`src/rtl/wrr_pkg.sv`:
```
`timescale 1ns/1ps
package wrr_pkg;
  // Outcome of one scheduling decision
  typedef enum logic [1:0] {
    DEC_HOLD = 2'd0,  // current holder keeps the link
    DEC_NEXT = 2'd1,  // pass to a later channel in this round
    DEC_WRAP = 2'd2,  // round closes, next grant from channel 0
    DEC_IDLE = 2'd3   // round closes, nobody eligible
  } dec_e;
endpackage

```
`src/rtl/wrr_weight_bank.sv`:
```
`timescale 1ns/1ps
module wrr_weight_bank #(
  parameter int N       = 4,
  parameter int WW      = 4,
  parameter int DEF_WGT = 1
) (
  input  logic                 clk,
  input  logic                 rst,
  input  logic                 wr_en,
  input  logic [$clog2(N)-1:0] wr_ch,
  input  logic [WW-1:0]        wr_val,
  input  logic                 load,
  output logic [N*WW-1:0]      pend_flat,
  output logic [N*WW-1:0]      act_flat
);
  localparam logic [WW-1:0] RST_W = WW'(DEF_WGT);

  genvar g;
  generate
    for (g = 0; g < N; g++) begin : g_ch
      logic [WW-1:0] pend_q;
      logic [WW-1:0] act_q;

      always_ff @(posedge clk) begin
        if (rst) begin
          pend_q <= RST_W;
          act_q  <= RST_W;
        end else begin
          if (load)
            act_q <= pend_q;
          if (wr_en && (int'(wr_ch) == g))
            pend_q <= wr_val;
        end
      end

      assign pend_flat[g*WW +: WW] = pend_q;
      assign act_flat[g*WW +: WW]  = act_q;
    end
  endgenerate
endmodule

```
`src/rtl/wrr_pick.sv`:
```
`timescale 1ns/1ps
module wrr_pick #(
  parameter int N  = 4,
  parameter int PW = 3,
  parameter int IW = 2
) (
  input  logic [N-1:0]  elig,
  input  logic [PW-1:0] start,
  output logic          hit,
  output logic [IW-1:0] idx
);
  // lowest eligible index at or above start
  always_comb begin
    hit = 1'b0;
    idx = '0;
    for (int i = N - 1; i >= 0; i--) begin
      if (elig[i] && (i >= int'(start))) begin
        hit = 1'b1;
        idx = IW'(i);
      end
    end
  end
endmodule

```
`src/rtl/wrr_quota.sv`:
```
`timescale 1ns/1ps
module wrr_quota #(
  parameter int WW = 4
) (
  input  logic          clk,
  input  logic          rst,
  input  logic          holding,
  input  logic          fresh,
  input  logic          req_cur,
  input  logic          word_acc,
  input  logic [WW-1:0] wgt_cur,
  output logic          release_o
);
  logic [WW-1:0] used_q;
  logic [WW:0]   used_inc;

  assign used_inc  = {1'b0, used_q} + {{WW{1'b0}}, 1'b1};
  assign release_o = !holding || !req_cur ||
                     (word_acc && (used_inc >= {1'b0, wgt_cur}));

  always_ff @(posedge clk) begin
    if (rst)
      used_q <= '0;
    else if (fresh)
      used_q <= '0;
    else if (holding && word_acc)
      used_q <= used_inc[WW-1:0];
  end
endmodule

```
`src/rtl/wrr_vc_sched.sv`:
```
`timescale 1ns/1ps
module wrr_vc_sched #(
  parameter int N       = 4,
  parameter int WW      = 4,
  parameter int DEF_WGT = 1
) (
  input  logic                 clk,
  input  logic                 rst,
  input  logic [N-1:0]         req,
  input  logic                 word_acc,
  input  logic                 cfg_we,
  input  logic [$clog2(N)-1:0] cfg_ch,
  input  logic [WW-1:0]        cfg_wgt,
  output logic [N-1:0]         grant,
  output logic                 round_pulse
);
  import wrr_pkg::*;

  localparam int IW = $clog2(N);
  localparam int PW = $clog2(N + 1);

  logic [N*WW-1:0] w_act_flat;
  logic [N*WW-1:0] w_pend_flat;
  logic [N-1:0]    el_act;
  logic [N-1:0]    el_pend;
  logic [PW-1:0]   pos_q;
  logic [IW-1:0]   cur_q;
  logic            vld_q;
  logic [N-1:0]    gnt_q;
  logic            pulse_q;
  logic            hit_c, hit_w;
  logic [IW-1:0]   idx_c, idx_w;
  logic            rel;
  logic            load_w;
  logic            fresh;
  logic [WW-1:0]   wgt_cur;
  dec_e            dec;

  wrr_weight_bank #(.N(N), .WW(WW), .DEF_WGT(DEF_WGT)) u_bank (
    .clk(clk), .rst(rst),
    .wr_en(cfg_we), .wr_ch(cfg_ch), .wr_val(cfg_wgt),
    .load(load_w),
    .pend_flat(w_pend_flat), .act_flat(w_act_flat)
  );

  genvar g;
  generate
    for (g = 0; g < N; g++) begin : g_elig
      assign el_act[g]  = req[g] && (w_act_flat[g*WW +: WW] != '0);
      assign el_pend[g] = req[g] && (w_pend_flat[g*WW +: WW] != '0);
    end
  endgenerate

  // search within the running round, using the active weights
  wrr_pick #(.N(N), .PW(PW), .IW(IW)) u_pick_cur (
    .elig(el_act), .start(pos_q), .hit(hit_c), .idx(idx_c)
  );

  // search of a fresh round, using the weights that will load
  wrr_pick #(.N(N), .PW(PW), .IW(IW)) u_pick_wrap (
    .elig(el_pend), .start(PW'(0)), .hit(hit_w), .idx(idx_w)
  );

  assign wgt_cur = w_act_flat[cur_q*WW +: WW];

  wrr_quota #(.WW(WW)) u_quota (
    .clk(clk), .rst(rst),
    .holding(vld_q), .fresh(fresh),
    .req_cur(req[cur_q]), .word_acc(word_acc),
    .wgt_cur(wgt_cur), .release_o(rel)
  );

  always_comb begin
    if (!rel)       dec = DEC_HOLD;
    else if (hit_c) dec = DEC_NEXT;
    else if (hit_w) dec = DEC_WRAP;
    else            dec = DEC_IDLE;
  end

  assign load_w = (dec == DEC_WRAP) || (dec == DEC_IDLE);
  assign fresh  = (dec == DEC_NEXT) || (dec == DEC_WRAP);

  always_ff @(posedge clk) begin
    if (rst) begin
      pos_q   <= '0;
      cur_q   <= '0;
      vld_q   <= 1'b0;
      gnt_q   <= '0;
      pulse_q <= 1'b0;
    end else begin
      unique case (dec)
        DEC_HOLD: begin
          pulse_q <= 1'b0;
        end
        DEC_NEXT: begin
          cur_q   <= idx_c;
          vld_q   <= 1'b1;
          gnt_q   <= N'(1) << idx_c;
          pos_q   <= PW'(idx_c) + PW'(1);
          pulse_q <= 1'b0;
        end
        DEC_WRAP: begin
          cur_q   <= idx_w;
          vld_q   <= 1'b1;
          gnt_q   <= N'(1) << idx_w;
          pos_q   <= PW'(idx_w) + PW'(1);
          pulse_q <= (pos_q != '0);
        end
        default: begin
          vld_q   <= 1'b0;
          gnt_q   <= '0;
          pos_q   <= '0;
          pulse_q <= (pos_q != '0);
        end
      endcase
    end
  end

  assign grant       = gnt_q;
  assign round_pulse = pulse_q;
endmodule

```
`config.mk`:
```
export PLATFORM = sky130hd
export DESIGN_NAME = wrr_vc_sched
export DESIGN_NICKNAME = d
export VERILOG_FILES = /design/src/rtl/wrr_pkg.sv /design/src/rtl/wrr_weight_bank.sv /design/src/rtl/wrr_pick.sv /design/src/rtl/wrr_quota.sv /design/src/rtl/wrr_vc_sched.sv
export SDC_FILE = /design/constraint.sdc
export NUM_CORES = 1
export LEC_CHECK = 0
export CAP_MARGIN = 15
export CORE_MARGIN = 5
export CORE_UTILIZATION = 40
export DETAILED_ROUTE_END_ITERATION = 6
export RECOVER_POWER = 100
export SETUP_SLACK_MARGIN = 0.3
export SYNTH_ARGS = -nofsm -noshare
export SYNTH_HDL_FRONTEND = slang
export SYNTH_SLANG_ARGS = --single-unit
```
`constraint.sdc`:
```
create_clock -name clk -period 6.5 [get_ports clk]
set_input_delay 1.3 -clock clk [delete_from_list [all_inputs] [get_ports clk]]
set_output_delay 1.3 -clock clk [all_outputs]
set_load 0.005 [all_outputs]
```
* Yosys cells after proc, flatten, opt, wreduce, memory -nomap -nowiden
Index checks and enable logic that the tools add are counted.
** Storage, ports and cells
- Register bits after elaboration :: 47
** Cells by class
- Reduce and logical (&&, ||, !) cells :: 39
- Add/subtract/negate cells :: 3
- Shift operators :: 3
- Order comparisons :: 6
- Multiplexer cells :: 25
- Equality and inequality tests :: 6
** Operator list (count)
- $reduce_bool 4->1 :: 8
- $mux 2 :: 10
- $logic_and 1x1->1 :: 18
- $shiftx 16x5->4 :: 1
- $pmux 4 s3 :: 1
- $mux 1 :: 10
- $pmux 3 s3 :: 1
- $eq 2x2->1 const B :: 4
- $shl 1x2->4 const A :: 2
- $add 2x1->3 const B :: 2
- $ge 1x3->1 const A :: 2
- $ge 2x3->1 const A :: 2
- $add 4x1->5 const B :: 1
- $ge 5x4->1 :: 1
- $eq 2x1->1 const B :: 2
- $logic_not 2->1 :: 2
- $logic_or 1x1->1 :: 4
- $pmux 2 s2 :: 1
- $reduce_or 2->1 :: 2
- $lt 2x3->1 const B :: 1
- $reduce_bool 3->1 :: 1
- $reduce_or 3->1 :: 1
- $bmux 1 s2 :: 1
- $logic_not 1->1 :: 2
- other kinds (2) :: 2

* Logic depth before layout (Yosys ltp)
Gate-level depths: netlist (run 1).
- Word-level depth :: 12
- Depth in mapped cells :: 15

* Cells and area by module
A second synthesis (run 1) with hierarchy kept.
** Second synthesis, totals
- Cell total of the unflattened synthesis :: 231
- Area total of the unflattened synthesis :: 2304.7 um2
** Modules (own cells, without submodules)
- wrr_weight_bank :: area an instance 1209.9 um2, times used 1, cells an instance 112, sequential area each 640.6 um2
- wrr_vc_sched :: area an instance 655.6 um2, times used 1, cells an instance 63, sequential area each 200.2 um2
- wrr_quota :: area an instance 304.0 um2, times used 1, cells an instance 34, sequential area each 80.1 um2
- wrr_pick :: area an instance 67.6 um2, times used 2, cells an instance 11, sequential area each 0.0 um2

* Worst setup path before layout (run 1)
OpenSTA, ideal clock, no wires.
- Path kind :: input-to-reg
- From :: input req[1]
- To :: register gnt_q[1] (netlist: grant[1])
- Stages :: 13
- Library setup time :: 0.128 ns
- Arrival :: 3.370 ns
- Buffers on the path :: 2
- Slack :: 3.002 ns
- Data required time :: 6.372 ns
- Path through :: o41a_1 > o21ba_2 > o311a_2 > buf_6 > buf_6 > o21ai_1 > nand2_1 > ha_1 > a32oi_1 > inv_1 > ha_1 > a22oi_1 > nor2_1
** Between the ends
- Longest elaborated chain between the ends :: 8
- Elaborated cells between the ends (all ways) :: 25
** RTL lines
- from (decl) :: RTL line wrr_vc_sched.sv:9 : input logic [N-1:0] req,
- $logic_and 1x1->1, or another cell as far along :: RTL line wrr_vc_sched.sv:50 : assign el_pend[g] = req[g] && (w_pend_flat[g*WW +: WW] != '0);
- $mux 1, or another cell as far along :: RTL line wrr_pick.sv:17 : if (elig[i] && (i >= int'(start))) begin
- $mux 1 or $logic_not 1->1 (tied branches) :: RTL line wrr_pick.sv:17, wrr_quota.sv:18
- $mux 1, or another cell as far along :: RTL line wrr_vc_sched.sv:76 : else if (hit_w) dec = DEC_WRAP;
- $mux 2 or $logic_or 1x1->1 (tied branches) :: RTL line wrr_vc_sched.sv:75, wrr_quota.sv:18
- $mux 2 :: RTL line wrr_vc_sched.sv:74 : if (!rel) dec = DEC_HOLD;
- $eq 2x2->1, or another cell as far along :: RTL line wrr_vc_sched.sv:91 : unique case (dec)
- $pmux 4 s3 :: RTL line wrr_vc_sched.sv:91
- to (signal assigned) :: RTL line wrr_vc_sched.sv:98 : gnt_q <= N'(1) << idx_c;
- to (signal assigned) :: RTL line wrr_vc_sched.sv:105 : gnt_q <= N'(1) << idx_w;
- to (decl) :: RTL line wrr_vc_sched.sv:29 : logic [N-1:0] gnt_q;
Parallel ways exist; a longest one is shown, timed or not. The select of a mux whose other input is x is not followed.
A chain may end at the register's enable or synchronous reset.

* Final worst setup path (run 1)
- From :: input req[0]
- To :: register gnt_q[1] (netlist: grant[1])
** Between the ends
- Longest elaborated chain between the ends :: 8
- Elaborated cells between the ends (all ways) :: 21
** RTL lines
- $bmux 1 s2 :: RTL line wrr_vc_sched.sv:69 : .req_cur(req[cur_q]), .word_acc(word_acc),
- $mux 1 (not written as such) :: RTL line wrr_vc_sched.sv:69
- $logic_not 1->1 :: RTL line wrr_quota.sv:18 : assign release_o = !holding || !req_cur ||
- $logic_or 1x1->1 (2 in series) :: RTL line wrr_quota.sv:18
- $mux 2 :: RTL line wrr_vc_sched.sv:74
- $eq 2x2->1, or another cell as far along :: RTL line wrr_vc_sched.sv:91
- $pmux 4 s3 :: RTL line wrr_vc_sched.sv:91
Parallel ways exist; a longest one is shown, timed or not. The select of a mux whose other input is x is not followed.

==> metrics.txt, run 1 <==
Fmax 195.7 MHz; area share of the largest cell type after synthesis 38.57%; DP HPWL 3865 um; Synth Net Count 276; startpoint types input pin; area of the multi-input gates 1313 sq um; Fillers 574; maximum VDD drop 0.1278 mV; maximum clock path buffer count 2; diodes inserted 0; largest net degree at the start of global routing 52; Fin. Hold Viols 0; clk_skew 11.53 ps; CTS Hold Buffers Added 0; final cell count without fillers 335; First-pass DRT Iterations 4; first-pass GRT wire length 9087 um; Final period util 78.62%; Die Y 87.26 um; Leak 1.047 nW; I/O pins 19; adder-cell share of the synthesized area 6.289%; Num CTS Buffers 5; layout cells sized above 1 11.54%; Post-synth EDFFs 0; synth warn 0; Routed Antenna Nets 0; Post-Synth Simple-Gate Area 16.82%; RSZ-0062 raised after global routing false; DR iter-0 viols 126; drt drc 0; Syn Inst Count 250; complex-gate fraction of the synthesized area 18.55%; # placed instances 327; synthesized area 2387 sq um; Max-Cap Viols 1; post-synth top area cell dfxtp_1; post-synthesis average cell area 9.549 sq um; routed vias 1839; core area 5851 sq um; mux contribution to synthesized area 11.74%; number of global-route vias before repair 1766; register area 920.9 sq um; total grt overflow 0; Routability Congestion 0.8279; Max Slew Vio Count 28; Worst-path clk slew 90 ps; largest cells by area after synthesis dfxtp_1 39%, mux2i_1 8.0%, ha_1 6.3%, nor2_1 5.8%, a21bo_2 5.0%; # clock sinks 46; htree depth 2; ys flop type dfxtp_1; Critical Path End Type flip-flop; row cnt 28; critical path class in -> reg; Worst EP arrival 5280 ps; Worst slew margin -29.32%; asr flop ratio synth 0%; nets 285; final wirelength 5275 um; initial antenna violation count 0; Starting Density 40.80%; Resized cells post-CTS 0; Yosys reg bits 46; Critical Path RT 6670 ps; Clock Latency Late Sink 300 ps; # port buffers 18; total die area 7613 sq um; library cells used by synthesis 45; post-CTS setup buffers 0; Die Wd 87.26 um; Seq/Total Area, Yosys 38.57%; Post-Route Utilization 45.79%; Least-Margin Pin Slew 1940 ps; Routed WL per cell 15.75 um; status finished with violations; failing checks max-capacitance violations, max-slew violations; CP max FO 27; setup TNS 0 ps; cell area power density 302.8 nW/um^2; via-per-instance ratio 5.490; Area Growth Syn to Fin 12.21%; Root Driver clkbuf_8; HP Class reg -> reg; GR Util All Layers 15.24%; post-synthesis xor/xnor area fraction 1.834%; largest family of logic cells by synthesized area compound AO/OA/AOI/OAI gates; CTS tree done; Final min period 5110 ps; number of setup violations in the final report 0
logic make-up after synthesis:
| logic type | after synthesis |
|---|---|
| buffers and inverters | 24 |
| flip-flops | 46 |
| multiplexers | 23 |
| AND/OR/NAND/NOR | 83 |
| AO/OA/AOI/OAI | 57 |
| adder cells (fa/ha/maj) | 12 |
| XOR/XNOR | 5 |
per-stage QoR:
| step | cell area (sq um) | hold slack (ps) | total power, W | setup slack, ps |
|---|---|---|---|---|
| after floorplan | 2387 | 455.7 | 0.0005200 | 3002 |
| after CTS | 2685 | 510.6 | 0.0008279 | 2099 |
| final | 2679 | 506.2 | 0.0008112 | 1390 |
| after global routing | 2679 | 531.3 | 0.0008676 | 1055 |
| after detailed placement | 2547 | 496.6 | 0.0005752 | 1784 |
| after global placement | 2547 | 491.8 | 0.0005752 | 1886 |
path summary, 6_finish.rpt:
| kind | startpoint | end | slack, ps | cells past startpoint |
|---|---|---|---|---|
| worst max-delay path | req[0] | grant[1]$_SDFFE_PP0P_ | 1390 | 12 |
| worst min-delay path | u_bank.g_ch[3].pend_q[1]$_SDFFE_PP0P_ | u_bank.g_ch[3].act_q[1]$_SDFFE_PP0P_ | 510 | 2 |
| worst max register to register | cur_q[0]$_SDFFE_PP0P_ | grant[1]$_SDFFE_PP0P_ | 1640 | 13 |
| worst min register to register | u_bank.g_ch[3].pend_q[1]$_SDFFE_PP0P_ | u_bank.g_ch[3].act_q[1]$_SDFFE_PP0P_ | 510 | 2 |
cell usage in the layout, fill, tap and decap left out, types with 2 or more instances in the layout:
cell type,netlist,layout
a211o_1,4,4
nand3_1,15,15
xnor2_1,2,2
o21ai_0,3,3
xor2_1,3,3
nor2b_1,2,2
nor2_1,37,37
mux4_2,4,4
mux2i_1,19,19
o41ai_1,4,4
inv_1,7,7
nand3b_1,2,2
a211oi_1,3,3
nor3b_1,3,3
nor4_1,3,3
a22oi_1,5,5
nand2b_1,2,2
a21bo_2,12,12
bufinv_16,0,2
dfxtp_1,46,46
clkbuf_8,0,5
dlygate4sd3_1,1,7
clkdlybuf4s50_1,0,11
ha_1,12,12
a21oi_1,16,16
nor3_1,5,5
nand2_1,7,7
o41a_1,2,2
state kept, by name (all words and copies together) (netlist names):
| name | count |
|---|---|
| cur_q | 2 |
| grant | 3 |
| pos_q | 3 |
| round_pulse | 1 |
| u_bank.g_ch.act_q | 16 |
| u_bank.g_ch.pend_q | 16 |
| u_quota.used_q | 4 |
| vld_q | 1 |
routing by layer:
| metal | track usage [%] | routed length, um | up-vias |
|---|---|---|---|
| met4 | 5.160 | 102 | 0 |
| met3 | 3.217 | 313 | 11 |
| met1 | 22.29 | 2551 | 862 |
| li1 | - | - | 921 |
| met2 | 22.12 | 2308 | 45 |
| met5 | 0 | 0 | - |
critical path, stage by stage:
cell and delay [ps]:
dlygate4sd3_1 610, mux2i_1 170, nor3b_1 80, o221ai_1 1430, and2_4 440, ha_1 220
a21oi_1 60, a32oi_1 430, inv_1 130, ha_1 220, a22oi_1 130, nor2_1 50
power by group:
group          switching [W]  leakage [nW]  total, W  internal [W]
registers          0.0000382         0.374  0.000349      0.000310
clock network      0.0000949        0.0683  0.000249      0.000154
logic               0.000119         0.605  0.000214     0.0000952
total               0.000252          1.05  0.000811      0.000560
layout make-up:
class	count	share of cell area (%)
multi-input cells	180	49.00
clock buffers	5	2.569
inverters	7	0.9808
clock inverters	3	2.569
repair buffers	19	7.006
well taps	75	3.503
flip-flops and latches	46	34.38
Yosys cell counts, types with 3 or more instances:
library cell	count
ha_1	12
o41ai_1	4
clkbuf_1	7
a211o_1	4
a211oi_1	3
inv_1	7
nand3_1	15
mux4_2	4
nor2_1	37
nand2_1	7
buf_6	4
nor3_1	5
dfxtp_1	46
a21bo_2	12
xor2_1	3
o21ai_0	3
a21oi_1	16
nor4_1	3
nor3b_1	3
a22oi_1	5
mux2i_1	19
No activity file was read; power rests on OpenSTA's default activity.
==> inputs of run 2 (changes only) <==
- clock period: 6.5 -> 4.2 ns (I/O delays scaled with it)
==> metrics.txt, run 2 (synthesis gave the netlist of run 1 again) <==
Final period util 86.33%; Hold Path Sink u_bank.g_ch[3].act_q[1]$_SDFFE_PP0P_; Die Wd 87.26 um (unchanged); placed instance area 2562 sq um (+0.59%); total die area 7613 sq um (unchanged); nets 287 (+0.70%); critical path class reg -> reg; reg2reg setup slack 570 ps (-1070 ps); Least-Margin Pin Slew 1560 ps (-379.6 ps); R2R depth 12 (-1); Regs by FF count u_bank.g_ch.act_q: 16 flops, u_bank.g_ch.pend_q: 16 flops, u_quota.used_q: 4 flops; most frequent cells in the layout 46 x dfxtp_1, 37 x nor2_1, 19 x mux2i_1, 16 x a21oi_1, 15 x nand3_1; status finished with violations; Root Driver clkbuf_8; Starting Density 40.80% (unchanged); post-CTS setup buffers 0 (unchanged); most common cell after layout, fill and taps aside dfxtp_1; largest net degree at the start of global routing 37 (-29%); GR Util All Layers 15.08% (-0.16 points); overall power after layout 0.001209 W (+49%); HP Class reg -> reg; number of global-route vias before repair 1804 (+2.2%); slowest stage delay, CP 560 ps (-870 ps); RSZ-0062 raised after global routing false; Worst EP arrival 3790 ps (-1490 ps); Max Slew Vio Count 37 (+32%); Area Growth Syn to Fin 11.64%; row cnt 28 (unchanged); Routability Congestion 0.9035 (+9.1%); Final min period 3626 ps; DR iter-0 viols 82 (-35%); drt drc 0 (unchanged); DP HPWL 3924 um (+1.5%); Reg-to-Reg End grant[1]$_SDFFE_PP0P_; Fin. Hold Viols 0 (unchanged); startpoint types flip-flop; First-pass DRT Iterations 4 (unchanged); Die Y 87.26 um (unchanged); Hold Startpoint u_bank.g_ch[3].pend_q[1]$_SDFFE_PP0P_; I/O pins 19 (unchanged); RR Startpoint cur_q[0]$_SDFFE_PP0P_; maximum clock path buffer count 2 (unchanged); Num CTS Buffers 5 (unchanged); CTS Hold Buffers Added 0 (unchanged); Hold Slack 510.6 ps (+4.375 ps); routed vias 1852 (+0.71%); Fillers 584 (+1.7%); initial antenna violation count 0 (unchanged); layout cells sized above 1 11.83% (+0.29 points); Leak 1.043 nW (-0.40%); CP max FO 7 (-74%); number of setup violations in the final report 0 (unchanged); hold path depth 2 (unchanged); CP max stage cell dfxtp_1; htree depth 2 (unchanged); Fmax 275.8 MHz; Clock Latency Late Sink 300 ps (about the same); CTS tree done; maximum VDD drop 0.2049 mV (+60%); # port buffers 18 (unchanged); core area 5851 sq um (unchanged); Routed WL per cell 15.79 um (+0.29%); diodes inserted 0 (unchanged); Resized cells post-CTS 0 (unchanged); Critical Path RT 4360 ps (-2310 ps); Routed Antenna Nets 0 (unchanged); Critical Path End Type flip-flop; via-per-instance ratio 5.496 (+0.11%); Worst slew margin -4.019% (+25 points); final wirelength 5322 um (+0.89%); Worst-path clk slew 90 ps (about the same); Worst path most repeated cell ha_1; # clock sinks 46 (unchanged); Max-Cap Viols 1 (unchanged); clk_skew 10.13 ps (-1.399 ps); cell area power density 453.8 nW/um^2 (+50%); CP cell instances mux4_2 > ha_1 > nand2b_1 > a211oi_1 > o221ai_1 > and2_4 > ha_1 > a32oi_1 > inv_1 > ha_1 > a22oi_1 > nor2_1; total grt overflow 0 (unchanged); failing checks max-capacitance violations, max-slew violations; finished layout cell area 2665 sq um (-0.51%); setup TNS 0 ps (unchanged); first-pass GRT wire length 9045 um (-0.46%)
run 2: cell types whose count changed in the layout (fill, tap and decap cells not counted):
cell             delta
inv_6               +1
clkinv_4            -1
clkinv_2            +1
clkdlybuf4s50_1     +1
clkbuf_1            +1
buf_4               +1
bufinv_16           -1
dlygate4sd3_1       -1
run 2: layer usage:
layer,track usage [%],share of wire [%],routed length [um],vias up
met5,0,0,0,-
met4,4.742,1.8,94,0
met3,3.500,4.3,228,10
met2,23.49,46,2435,41
met1,20.64,48,2563,880
li1,-,-,-,921
run 2: power by group:
part	total [W]	internal [W]	switching, W	leakage [nW]
registers	0.000538	0.000481	0.0000578	0.374
clock network	0.000330	0.000178	0.000152	0.0585
logic	0.000341	0.000153	0.000188	0.611
run 2: how the worst max path moves through the flow:
stage	endpoint	cells after the start	slack, ps	start
final	grant[1]$_SDFFE_PP0P_	12	570	cur_q[0]$_SDFFE_PP0P_
after global routing	pos_q[1]$_SDFFE_PP0P_	12	310	cur_q[0]$_SDFFE_PP0P_
after CTS	grant[1]$_SDFFE_PP0P_	12	600	cur_q[0]$_SDFFE_PP0P_
after detailed placement	grant[1]$_SDFFE_PP0P_	11	500	req[1]
after global placement	grant[2]$_SDFFE_PP0P_	12	570	req[1]
after floorplan	grant[1]$_SDFFE_PP0P_	14	920	cur_q[0]$_SDFFE_PP0P_
run 2: final cells by class:
cell class	count	area, sq um	area share, %
Multi-Input combinational cell	180	1313	49.25
Sequential cell	46	920.9	34.55
Timing Repair Buffer	21	198.9	7.465
Tap cell	75	93.84	3.521
Clock buffer	5	68.82	2.582
Clock inverter	3	43.79	1.643
Inverter	7	26.28	0.9859
run 2: worst max-delay path: cells and delay by family, from the launching register on:
| kind | cells | cell delay, ps |
|---|---|---|
| AND/OR/NAND/NOR | 3 | 430 |
| AO/OA/AOI/OAI | 4 | 1060 |
| adder cells (fa/ha/maj) | 3 | 740 |
| buffers and inverters | 1 | 140 |
| multiplexers | 1 | 550 |
| flip-flops | 1 | 560 |
run 2: through the flow:
stage	cells	util [%]	setup WS (ps)
2_1_floorplan	250	-	918.0
3_3_place_gp	329	43.80	572.2
3_5_place_dp	329	43.80	504.7
4_1_cts	337	45.72	603.9
5_1_grt	337	45.55	311.5
6_report	337	45.55	574.2
==> inputs of run 3 (changes only) <==
- CORE_MARGIN: 5 -> 8
==> metrics.txt, run 3 (synthesis gave the netlist of run 1 again) <==
status finished clean; Reg power frac 44.0% (-0.5 points); Hold Path Sink u_bank.g_ch[2].act_q[2]$_SDFFE_PP0P_; cell area power density 459.7 nW/um^2 (+1.3%); Starting Density 40.80% (unchanged); post-CTS setup buffers 0 (unchanged); setup TNS 0 ps (unchanged); Worst-path clk slew 90 ps (about the same); Hold Startpoint u_bank.g_ch[2].pend_q[2]$_SDFFE_PP0P_; Die Y 93.26 um (+6.9%); CP max stage cell dfxtp_1; largest net degree at the start of global routing 52 (+41%); DP HPWL 3907 um (-0.43%); Final period util 86.91% (+0.58 points); Net Sw Frac 33.60% (+0.71 points); Final min period 3650 ps (+24.51 ps); Root Driver clkbuf_8; # placed instances 328 (-0.30%); Logic pwr share 28.0% (-0.2 points); Place WS 469.4 ps (-35.27 ps); # port buffers 18 (unchanged); R2R depth 13 (+1); Worst path most repeated cell ha_1; Critical Path RT 4360 ps (about the same); Worst slew margin 33.33% (+37 points); maximum clock path buffer count 2 (unchanged); GR Util All Layers 12.93% (-2.2 points); CP Launch Point cur_q[0]$_SDFFE_PP0P_; P_int 0.0008136 W (+0.24%); diodes inserted 0 (unchanged); maximum VDD drop 0.1698 mV (-17%); # clock sinks 46 (unchanged); Critical Path End Type flip-flop; final cell count without fillers 336 (-0.30%); Num CTS Buffers 5 (unchanged); htree depth 2 (unchanged); Area Growth Syn to Fin 11.64% (unchanged); Least-Margin Pin Slew 1000 ps (-560.3 ps); I/O pins 19 (unchanged); via-per-instance ratio 5.438 (-1.1%); Routed Antenna Nets 0 (unchanged); Routed WL per cell 16.02 um (+1.4%); critical path class reg -> reg; startpoint types flip-flop; Max Slew Vio Count 0 (-100%); Routability Congestion 0.9249 (+2.4%); final wirelength 5383 um (+1.1%); Post-Route Utilization 45.55% (unchanged); routed vias 1827 (-1.3%); Leak 1.038 nW (-0.52%); drt drc 0 (unchanged); Clk network pwr share 28.0% (+0.7 points); slowest stage delay, CP 580 ps (+20 ps); switching pwr 0.0004116 W (+3.5%); fin worst setup slack 549.7 ps (-24.51 ps); First-pass DRT Iterations 4 (unchanged); CTS Hold Buffers Added 0 (unchanged); total die area 8697 sq um (+14%); Hold Slack 508.5 ps (-2.151 ps); number of setup violations in the final report 0 (unchanged); DR iter-0 viols 150 (+83%); CP cell instances mux4_2 > ha_1 > nand2b_1 > a211oi_1 > o221ai_1 > and2_4 > ha_1 > and4_1 > a21oi_1 > inv_1 > ha_1 > a22oi_1 > nor2_1; Max-Cap Viols 0 (-1); reg2reg setup slack 550 ps (-20 ps); nets 286 (-0.35%); Fmax 274.0 MHz (-0.67%); first-pass GRT wire length 9025 um (-0.22%); layout cells sized above 1 12.26% (+0.43 points); clk_skew 9.017 ps (-1.111 ps); Die Wd 93.26 um (+6.9%); RR Startpoint cur_q[0]$_SDFFE_PP0P_; hold path depth 2 (unchanged); Resized cells post-CTS 0 (unchanged); RSZ-0062 raised after global routing false; initial antenna violation count 0 (unchanged); total grt overflow 0 (unchanged); Worst EP arrival 3810 ps (+20 ps); Regs by FF count u_bank.g_ch.act_q: 16 flops, u_bank.g_ch.pend_q: 16 flops, u_quota.used_q: 4 flops; core area 5851 sq um (unchanged); most common cell after layout, fill and taps aside dfxtp_1; row cnt 28 (unchanged); Clock Latency Late Sink 300 ps (about the same); CTS tree done; Fin. Hold Viols 0 (unchanged); most frequent cells in the layout 46 x dfxtp_1, 37 x nor2_1, 19 x mux2i_1, 16 x a21oi_1, 15 x nand3_1; HP Class reg -> reg; Reg-to-Reg End pos_q[2]$_SDFFE_PP0P_; number of global-route vias before repair 1805 (+0.055%); CP max FO 7 (unchanged)
-- run 3: changes by cell type in the layout (fill, tap and decap cells not counted), sizes merged --
cell and delta:
clkdlybuf4s50 -1, clkinv -1, clkinvlp +1
-- run 3: how the worst max path moves through the flow --
stage                                       end  slack (ps)  cells after the start
after floorplan           grant[1]$_SDFFE_PP0P_         920                     14
after global placement    grant[2]$_SDFFE_PP0P_         540                     12
after detailed placement  grant[1]$_SDFFE_PP0P_         470                     11
after CTS                 grant[1]$_SDFFE_PP0P_         560                     12
after global routing      pos_q[1]$_SDFFE_PP0P_         230                     12
final                     pos_q[2]$_SDFFE_PP0P_         550                     13
-- run 3: through the flow --
step / total power, W / instance area [sq um]
after global placement: 0.0008972 / 2550
after global routing: 0.001302 / 2665
after floorplan: 0.0008048 / 2387
after detailed placement: 0.0008953 / 2550
final: 0.001225 / 2665
after CTS: 0.001244 / 2668
-- run 3: final cells by class --
cell class                      instances  area [sq um]
Fill cell                             581          3186
Multi-Input combinational cell        180          1320
Sequential cell                        46         920.9
Timing Repair Buffer                   20         186.4
Tap cell                               75         93.84
Clock buffer                            5         68.82
Clock inverter                          3         48.80
Inverter                                7         26.28
-- run 3: routing by layer --
metal / routed length (um) / track usage [%]
met3: 193 / 2.885
met2: 2519 / 20.21
met1: 2596 / 16.91
met4: 73 / 4.832
met5: 0 / 0
-- run 3: worst max-delay path, delay by kind of cell (launching register included) --
family	cells	cell delay, ps
muxes	1	560
DFF	1	580
AOI/OAI and AO/OA	4	940
buffers and inverters	1	120
adders and majority gates	3	710
and+or+nand+nor	4	590
-- run 3: power by group through the flow --
stage | registers (W) | clock network [W] | logic [W]
CTS | 0.000541 | 0.000354 | 0.000349
finish | 0.000539 | 0.000343 | 0.000343
floorplan | 0.000516 | 0 | 0.000289
detailed placement | 0.000551 | 0 | 0.000345
global route | 0.000548 | 0.000373 | 0.000380
global placement | 0.000550 | 0 | 0.000347
